[config.mk]
export PLATFORM = sky130hd
export DESIGN_NAME = tournament_bp
export DESIGN_NICKNAME = d
export VERILOG_FILES = /design/src/rtl/bp_pkg.sv /design/src/rtl/bp_sat_ctr.sv /design/src/rtl/bp_local_table.sv /design/src/rtl/bp_chooser.sv /design/src/rtl/tournament_bp.sv
export SDC_FILE = /design/constraint.sdc
export NUM_CORES = 1
export LEC_CHECK = 0
export BUFFER_PORTS_ARGS = -buffer_cell sky130_fd_sc_hd__buf_4
export CORE_MARGIN = 4
export CORE_UTILIZATION = 57
export CTS_CLUSTER_SIZE = 16
export DETAILED_ROUTE_END_ITERATION = 8
export GPL_ROUTABILITY_DRIVEN = 0
export PLACE_DENSITY = 0.86
export SLEW_MARGIN = 40
export SYNTH_ARGS = -nofsm -noshare
export SYNTH_HDL_FRONTEND = slang
export SYNTH_SLANG_ARGS = --single-unit
[constraint.sdc]
create_clock -name clk -period 5.7 [get_ports clk]
set_clock_uncertainty 0.15 [all_clocks]
set_input_delay 1.14 -clock clk [delete_from_list [all_inputs] [get_ports clk]]
set_output_delay 1.14 -clock clk [all_outputs]
set_load 0.02 [all_outputs]
[src/rtl/bp_pkg.sv]
package bp_pkg;
    typedef enum logic [1:0] {
        C_SNT = 2'b00,
        C_WNT = 2'b01,
        C_WT  = 2'b10,
        C_ST  = 2'b11
    } ctr_t;
endpackage

[src/rtl/bp_sat_ctr.sv]
module bp_sat_ctr
    import bp_pkg::*;
#(
    parameter logic [1:0] RST = 2'b10
) (
    input  logic clk,
    input  logic rst_n,
    input  logic en,
    input  logic up,
    output ctr_t state_o,
    output logic msb_o
);
    ctr_t cur, nxt;

    always_ff @(posedge clk) begin
        if (!rst_n) cur <= ctr_t'(RST);
        else        cur <= nxt;
    end

    always_comb begin
        nxt = cur;
        if (en) begin
            unique case (cur)
                C_SNT: nxt = up ? C_WNT : C_SNT;
                C_WNT: nxt = up ? C_WT  : C_SNT;
                C_WT:  nxt = up ? C_ST  : C_WNT;
                C_ST:  nxt = up ? C_ST  : C_WT;
                default: nxt = cur;
            endcase
        end
    end

    always_comb begin
        state_o = cur;
        msb_o   = (cur == C_WT) || (cur == C_ST);
    end

    a_r6_sat_top: assert property (@(posedge clk) disable iff (!rst_n)
        (en && up && cur == C_ST) |=> (cur == C_ST));
    a_r6_sat_bottom: assert property (@(posedge clk) disable iff (!rst_n)
        (en && !up && cur == C_SNT) |=> (cur == C_SNT));
    a_r1_step_up: assert property (@(posedge clk) disable iff (!rst_n)
        (en && up && cur != C_ST) |=> (cur == ctr_t'($past(cur) + 2'd1)));
    a_r1_step_down: assert property (@(posedge clk) disable iff (!rst_n)
        (en && !up && cur != C_SNT) |=> (cur == ctr_t'($past(cur) - 2'd1)));
    a_r6_hold: assert property (@(posedge clk) disable iff (!rst_n)
        !en |=> $stable(cur));
endmodule

[src/rtl/bp_local_table.sv]
module bp_local_table
    import bp_pkg::*;
#(
    parameter int         DEPTH = 16,
    parameter logic [1:0] RST   = 2'b01,
    localparam int        IDX_W = $clog2(DEPTH)
) (
    input  logic             clk,
    input  logic             rst_n,
    input  logic [IDX_W-1:0] rd_a_idx,
    output logic             rd_a_taken,
    input  logic [IDX_W-1:0] rd_b_idx,
    output logic             rd_b_taken,
    input  logic             wr_en,
    input  logic [IDX_W-1:0] wr_idx,
    input  logic             wr_taken
);
    logic [DEPTH-1:0] msb;

    for (genvar g = 0; g < DEPTH; g++) begin : g_slot
        ctr_t st_unused;
        logic slot_en;
        assign slot_en = wr_en && (wr_idx == IDX_W'(g));
        bp_sat_ctr #(.RST(RST)) i_ctr (
            .clk     (clk),
            .rst_n   (rst_n),
            .en      (slot_en),
            .up      (wr_taken),
            .state_o (st_unused),
            .msb_o   (msb[g])
        );
    end

    always_comb begin
        rd_a_taken = msb[rd_a_idx];
        rd_b_taken = msb[rd_b_idx];
    end
endmodule

[src/rtl/bp_chooser.sv]
module bp_chooser
    import bp_pkg::*;
#(
    parameter logic [1:0] RST = 2'b10
) (
    input  logic clk,
    input  logic rst_n,
    input  logic upd_valid,
    input  logic glob_guess,
    input  logic loc_guess,
    input  logic outcome,
    output logic use_global
);
    logic disagree;
    logic toward_global;
    ctr_t st;

    always_comb begin
        disagree      = upd_valid && (glob_guess != loc_guess);
        toward_global = (glob_guess == outcome);
    end

    bp_sat_ctr #(.RST(RST)) i_ctr (
        .clk     (clk),
        .rst_n   (rst_n),
        .en      (disagree),
        .up      (toward_global),
        .state_o (st),
        .msb_o   (use_global)
    );

    a_r5_agree_hold: assert property (@(posedge clk) disable iff (!rst_n)
        (!upd_valid || glob_guess == loc_guess) |=> $stable(st));
    a_r5_local_right: assert property (@(posedge clk) disable iff (!rst_n)
        (upd_valid && loc_guess == outcome && glob_guess != outcome && st != C_SNT)
        |=> (st == ctr_t'($past(st) - 2'd1)));
    a_r5_global_right: assert property (@(posedge clk) disable iff (!rst_n)
        (upd_valid && glob_guess == outcome && loc_guess != outcome && st != C_ST)
        |=> (st == ctr_t'($past(st) + 2'd1)));
endmodule

[src/rtl/tournament_bp.sv]
module tournament_bp
    import bp_pkg::*;
#(
    parameter int         PC_W        = 32,
    parameter int         ALIGN_BITS  = 2,
    parameter int         LOCAL_DEPTH = 16,
    parameter int         MISS_W      = 16,
    parameter logic [1:0] GLOBAL_RST  = 2'b10,
    parameter logic [1:0] LOCAL_RST   = 2'b01,
    parameter logic [1:0] CHOICE_RST  = 2'b10
) (
    input  logic              clk,
    input  logic              rst_n,
    input  logic [PC_W-1:0]   pred_pc_i,
    output logic              pred_taken_o,
    output logic              pred_src_global_o,
    input  logic              upd_valid_i,
    input  logic [PC_W-1:0]   upd_pc_i,
    input  logic              upd_taken_i,
    output logic [MISS_W-1:0] miss_count_o
);
    localparam int IDX_W = $clog2(LOCAL_DEPTH);

    logic [IDX_W-1:0] pred_idx, upd_idx;
    logic glob_taken, loc_pred_taken, loc_upd_taken, use_global, upd_choice;
    ctr_t glob_state;
    logic [MISS_W-1:0] miss_q;

    always_comb begin
        pred_idx = pred_pc_i[ALIGN_BITS +: IDX_W];
        upd_idx  = upd_pc_i[ALIGN_BITS +: IDX_W];
    end

    bp_sat_ctr #(.RST(GLOBAL_RST)) i_global (
        .clk     (clk),
        .rst_n   (rst_n),
        .en      (upd_valid_i),
        .up      (upd_taken_i),
        .state_o (glob_state),
        .msb_o   (glob_taken)
    );

    bp_local_table #(.DEPTH(LOCAL_DEPTH), .RST(LOCAL_RST)) i_local (
        .clk        (clk),
        .rst_n      (rst_n),
        .rd_a_idx   (pred_idx),
        .rd_a_taken (loc_pred_taken),
        .rd_b_idx   (upd_idx),
        .rd_b_taken (loc_upd_taken),
        .wr_en      (upd_valid_i),
        .wr_idx     (upd_idx),
        .wr_taken   (upd_taken_i)
    );

    bp_chooser #(.RST(CHOICE_RST)) i_choose (
        .clk        (clk),
        .rst_n      (rst_n),
        .upd_valid  (upd_valid_i),
        .glob_guess (glob_taken),
        .loc_guess  (loc_upd_taken),
        .outcome    (upd_taken_i),
        .use_global (use_global)
    );

    always_comb begin
        upd_choice        = use_global ? glob_taken : loc_upd_taken;
        pred_taken_o      = use_global ? glob_taken : loc_pred_taken;
        pred_src_global_o = use_global;
        miss_count_o      = miss_q;
    end

    always_ff @(posedge clk) begin
        if (!rst_n)                                    miss_q <= '0;
        else if (upd_valid_i && upd_choice != upd_taken_i) miss_q <= miss_q + 1'b1;
    end

    a_r9_idle_hold: assert property (@(posedge clk) disable iff (!rst_n)
        !upd_valid_i |=> $stable(miss_count_o));
    a_r9_single_step: assert property (@(posedge clk) disable iff (!rst_n)
        upd_valid_i |=> (miss_count_o == $past(miss_count_o) ||
                         miss_count_o == $past(miss_count_o) + 1'b1));
    a_r2_global_trains: assert property (@(posedge clk) disable iff (!rst_n)
        (upd_valid_i && upd_taken_i && glob_state == C_WT) |=> (glob_state == C_ST));
endmodule

; After elaboration in Yosys (flattened, before gate mapping)
; Cells that the tools add are included.
[totals]
word_cells = 181
regBits = 52
[classes]
reduce_logical = 55
order_cmp = 2
eq_ne = 72
addsub = 1
muxes = 32
[ops]
columns = cell, n
row1 = 2-bit case mux with 4 select lines, 18
row2 = "2-bit equality test, second input constant", 36
row3 = "2-bit by 1-bit equality test with 1-bit output, second input constant", 18
row4 = 2-bit logical NOT, 18
row5 = "4-bit equality test, second input constant", 8
row6 = 1-bit logical AND, 18
row7 = 1-bit logical OR, 18
row8 = "16-bit by 1-bit adder with 16-bit output, second input constant", 1
row9 = "4-bit by 3-bit equality test with 1-bit output, second input constant", 4
row10 = "4-bit by 5-bit less-than comparator with 1-bit output, second input constant", 2
row11 = 1-bit binary-select mux with 4-bit select, 2
row12 = "4-bit by 2-bit equality test with 1-bit output, second input constant", 2
row13 = 1-bit two-way mux, 8
row14 = 2-bit two-way mux, 4
row15 = "4-bit by 1-bit equality test with 1-bit output, second input constant", 1
row16 = 4-bit logical NOT, 1
row17 = 1-bit inequality test, 2
row18 = 1-bit equality test, 1

; Longest topological paths before layout
[depth]
depth_word = 7
ltp_mapped = 10
mapped_depth_nobuf = 7

; Hierarchy
; From an unflattened synthesis, not the netlist that was laid out.
[unflattened]
hier_cells = 351
area_unflattened_um2 = 3065.4
[by_module_without_submodules]
columns = mod, cells_per_inst, instances, seq_area_each_um2, area_per_inst_um2
row1 = bp_sat_ctr at i_local.g_slot[0].i_ctr ..., 12, 16, 40.0, 103.8
row2 = tournament_bp, 95, 1, 320.3, 817.0
row3 = bp_local_table, 37, 1, 0.0, 380.4
row4 = bp_sat_ctr at i_choose.i_ctr ..., 12, 2, 40.0, 91.3
row5 = bp_chooser, 3, 1, 0.0, 23.8

; Least setup slack after synthesis
; Ideal clock, no wire load.
[synth_timing]
path_kind = input to output
from = in pred_pc_i[3]
to = out pred_taken_o
t_arrival_ns = 2.264
slack_ns = 2.146
n_path_buf = 0
cell_stages = 4
path_cell_list = mux4_2 mux4_2 nand2_1 nand2_1
[synth_via]
elab_chain_len = 3
[synth_rtl]
columns = element, line_no
row1 = from (decl), tournament_bp.sv:14  ; input logic [PC_W-1:0] pred_pc_i,
row2 = 1-bit binary-select mux with 4-bit select, bp_local_table.sv:35  ; rd_a_taken = msb[rd_a_idx];
row3 = 1-bit two-way mux (not written as such), bp_local_table.sv:35
row4 = 1-bit two-way mux, tournament_bp.sv:67  ; pred_taken_o = use_global ? glob_taken : loc_pred_taken;
row5 = to (decl), tournament_bp.sv:15  ; output logic pred_taken_o,
; Every way passes these cells. The select of a mux whose other input is x is not followed.

; Final worst setup path
[layout_timing]
from = in pred_pc_i[2]
to = out pred_taken_o
; Same word-level chain as after synthesis.

==> run summary <==
- **largest voltage drop on the vdd net** 0.122 mV
- **wire length of the first global-routing pass** 12300 µm
- **number of buffer cells added on primary ports** 29
- **number of nets in the finished design** 481
- **Slowest Stage Delay on Critical Path** 0.49 ns
- **arrival time reported for the critical path endpoint** 2.53 ns
- **Post-CTS Hold Fix Bufs** 0
- **Die Y** 83.2 µm
- **via count of the first global-routing pass** 2731
- **Hold Path Class** register to register
- **setup slack after placement** 1.88 ns
- **final antenna-violating net count** 0
- **endpoints failing hold** 0
- **Cell Rows** 27
- **Max-slew headroom** 54.5%
- **leading cell types in the layout, fill and taps excluded** 74 x sky130_fd_sc_hd__nand2_1, 52 x sky130_fd_sc_hd__dfxtp_1, 32 x sky130_fd_sc_hd__mux2i_1, 31 x sky130_fd_sc_hd__nor2_1, 29 x sky130_fd_sc_hd__buf_4
- **mean cell area of the mapped netlist** 8.01 µm²
- **average routed wire per standard cell** 14.6 µm
- **hold path start** i_local.g_slot[15].i_ctr.state_o[0]
- **fill cell total of the finished layout** 478
- **required time of the critical path** 4.41 ns
- **sum of routed wire length over all layers** 7100 µm
- **distinct cell type count after synthesis** 47
- **ANT cells** 0
- **DIE AREA** 6910 µm²
- **most common cell after layout, fill and taps aside** sky130_fd_sc_hd__nand2_1
- **number of instances in the synthesized netlist** 402
- **worst reg2reg setup slack** 3.10 ns
- **Setup Crit Path Kind** input pin to output port
- **Post-Synthesis Net Count** 471
- **worst r2r dst** miss_count_o[0]
- **number of vias per cell** 6.04
- **number of enable-type register cells in the synthesized netlist** 0
- **CTS tree** built
- **TritonCTS Sinks** 52
- **H-Tree Depth** 2
- **maximum capacitance violations** 0
- **CORE AREA** 5510 µm²
- **part of the cycle the worst path needs** 67.0%
- **antenna violations before repair** 0
- **kind of start point of the critical path** input pin
- **total congestion overflow** 0
- **critical path cell sequence** buf_4, mux4_2, mux4_2, nand2_1, nand2_1, buf_4
- **number of vias in the routed layout** 2931
- **global router's overall resource usage** 20.9%
- **Worst R2R Path Depth** 6
- **clock slew at the register clock pins of the worst setup and hold paths** 0.10 ns
- **num ports** 86
- **Leak Pwr** 0.00145 µW
- **Horiz. Die Dim** 83.2 µm
- **buffer depth of the longest clock path** 2
- **count of pins over their slew limit** 0
- **Min-Delay Path Depth** 2
- **total standard cell area after synthesis** 3220 µm²
- **sequential cell area fraction in the yosys report** 32.3%
- **area growth from synthesis to final layout** 9.25%
- **detailed placer's ending HPWL** 4970 µm
- **Setup Viol. Count Final** 0
- **pin count of the biggest net entering global routing** 77
- **effective utilization at floorplan** 58.5%
- **startpoint of the worst-slack reg-to-reg timing path** i_local.g_slot[8].i_ctr.state_o[1]
- **remaining design rule violation count** 0
- **destination of the worst hold path** i_local.g_slot[15].i_ctr.state_o[1]
- **Pre-Repair DR Iteration Count** 4
- **outcome** finished clean
- **Worst Max-Slew Pin Slew** 0.682 ns
- **Synth Register Bits** 52
- **TNS Setup** 0 ns
- **cell at the slowest stage of the critical path** sky130_fd_sc_hd__mux4_2
- **Max Fclk** 0.262 GHz
- **slack of the critical path** 1.88 ns
- **count of synthesis-stage warnings from yosys** 0
- **RSZ-0062 raised after global routing** no
- **Post-CTS Setup Bufs** 0
- **post-cts resize count** 0
- **initial drt markers** 211
- **minimum clock period after layout** 3.82 ns
- **commonest register cell after synthesis** sky130_fd_sc_hd__dfxtp_1
- **Async SR Flop Fraction** 0%
- **master cell of the clock root buffer** sky130_fd_sc_hd__clkbuf_8
- **crit path max fanout** 4
- **latest clock arrival within the worst-skew pair** 0.31 ns
- **nature of the critical path endpoint** output port
- **clock buffer count from CTS** 5
- **fraction of final layout cells sized beyond drive strength 1** 11.9%
- **ratio of total power to cell area** 242 nW/µm²
## area by class of cell
type	count	area [µm²]	share of cell area, %
inverters	4	15.0	0.427
repair buffers	29	218	6.19
multi-input cells	320	2030	57.8
clock buffers	6	82.6	2.35
flip-flops and latches	52	1040	29.6
well taps	72	90.1	2.56
clock inverters	2	38.8	1.10
## state kept, by name (all words and copies together), names as in the netlist
| signal | count |
|---|---|
| miss_count_o | 16 |
| i_local.g_slot.i_ctr.state_o | 32 |
| i_global.state_o | 2 |
| i_choose.i_ctr.state_o | 2 |
## worst max path at each step
stage | startpoint | end | slack [ns]
detailed placement | pred_pc_i[2] | pred_taken_o | 1.88
global placement | upd_pc_i[5] | miss_count_o[1] | 1.83
floorplan | pred_pc_i[3] | pred_taken_o | 2.15
CTS | pred_pc_i[2] | pred_taken_o | 1.88
global route | pred_pc_i[2] | pred_taken_o | 1.82
finish | pred_pc_i[2] | pred_taken_o | 1.88
## Yosys cell counts, types with 2 or more instances
| cell type | number | area (µm²) |
|---|---|---|
| sky130_fd_sc_hd__nand2b_1 | 19 | 119 |
| sky130_fd_sc_hd__nand2_1 | 74 | 278 |
| sky130_fd_sc_hd__clkbuf_1 | 19 | 71.3 |
| sky130_fd_sc_hd__nand4_1 | 2 | 12.5 |
| sky130_fd_sc_hd__inv_1 | 4 | 15.0 |
| sky130_fd_sc_hd__and3_1 | 11 | 68.8 |
| sky130_fd_sc_hd__buf_2 | 3 | 15.0 |
| sky130_fd_sc_hd__mux2_2 | 2 | 22.5 |
| sky130_fd_sc_hd__mux4_2 | 5 | 113 |
| sky130_fd_sc_hd__nor2b_1 | 4 | 25.0 |
| sky130_fd_sc_hd__mux4_1 | 2 | 52.6 |
| sky130_fd_sc_hd__a31oi_1 | 3 | 18.8 |
| sky130_fd_sc_hd__nor3b_1 | 2 | 15.0 |
| sky130_fd_sc_hd__a311oi_1 | 3 | 26.3 |
| sky130_fd_sc_hd__a21oi_1 | 24 | 120 |
| sky130_fd_sc_hd__nor3_1 | 9 | 45.0 |
| sky130_fd_sc_hd__o311ai_0 | 3 | 26.3 |
| sky130_fd_sc_hd__a21o_1 | 11 | 82.6 |
| sky130_fd_sc_hd__nand3b_1 | 7 | 52.6 |
| sky130_fd_sc_hd__o221ai_1 | 6 | 52.6 |
| sky130_fd_sc_hd__o211ai_1 | 6 | 45.0 |
| sky130_fd_sc_hd__mux2i_1 | 32 | 320 |
| sky130_fd_sc_hd__o31ai_1 | 11 | 82.6 |
| sky130_fd_sc_hd__o21ai_0 | 24 | 120 |
| sky130_fd_sc_hd__dfxtp_1 | 52 | 1040 |
| sky130_fd_sc_hd__buf_6 | 2 | 22.5 |
| sky130_fd_sc_hd__and2_1 | 4 | 25.0 |
| sky130_fd_sc_hd__nand3_1 | 9 | 45.0 |
| sky130_fd_sc_hd__nor2_1 | 31 | 116 |
## power breakdown
group | switching (µW) | internal, µW | leakage, µW
Clock | 126 | 144 | 0.0000614
Combinational | 87.2 | 75.8 | 0.000965
Sequential | 30.7 | 387 | 0.000424
## kinds of logic after synthesis
kind of cell    share of synthesized area [%]
compound gates                           19.9
xor+xnor                                0.272
fa+ha+maj                               0.700
buf+inv                                  4.59
flops                                    32.3
mux                                      16.2
simple gates                             25.9
## metrics by stage
step,std cells,utilization [%],power [µW],cell area [µm²],hold WS [ns]
3_3_place_gp,477,61.6,580,3390,0.302
2_1_floorplan,402,-,556,3220,0.295
6_report,485,63.9,850,3520,0.315
4_1_cts,485,63.9,856,3520,0.323
3_5_place_dp,477,61.7,587,3400,0.315
5_1_grt,485,63.9,894,3520,0.333
## routing by layer
metal	part of all wire (%)	routed length [µm]	track usage [%]	vias to the layer above
met4	1.3	95	5.94	0
met2	49	3450	36.8	73
li1	-	-	-	1467
met1	45	3220	26.0	1382
met3	4.7	335	3.97	9
met5	0	0	0	-
## critical path, delay by kind of cell
family | cells | cell delay [ns]
buffers and inverters | 2 | 0.28
muxes | 2 | 0.97
and+or+nand+nor | 2 | 0.14
No activity file was read; power rests on OpenSTA's default activity.
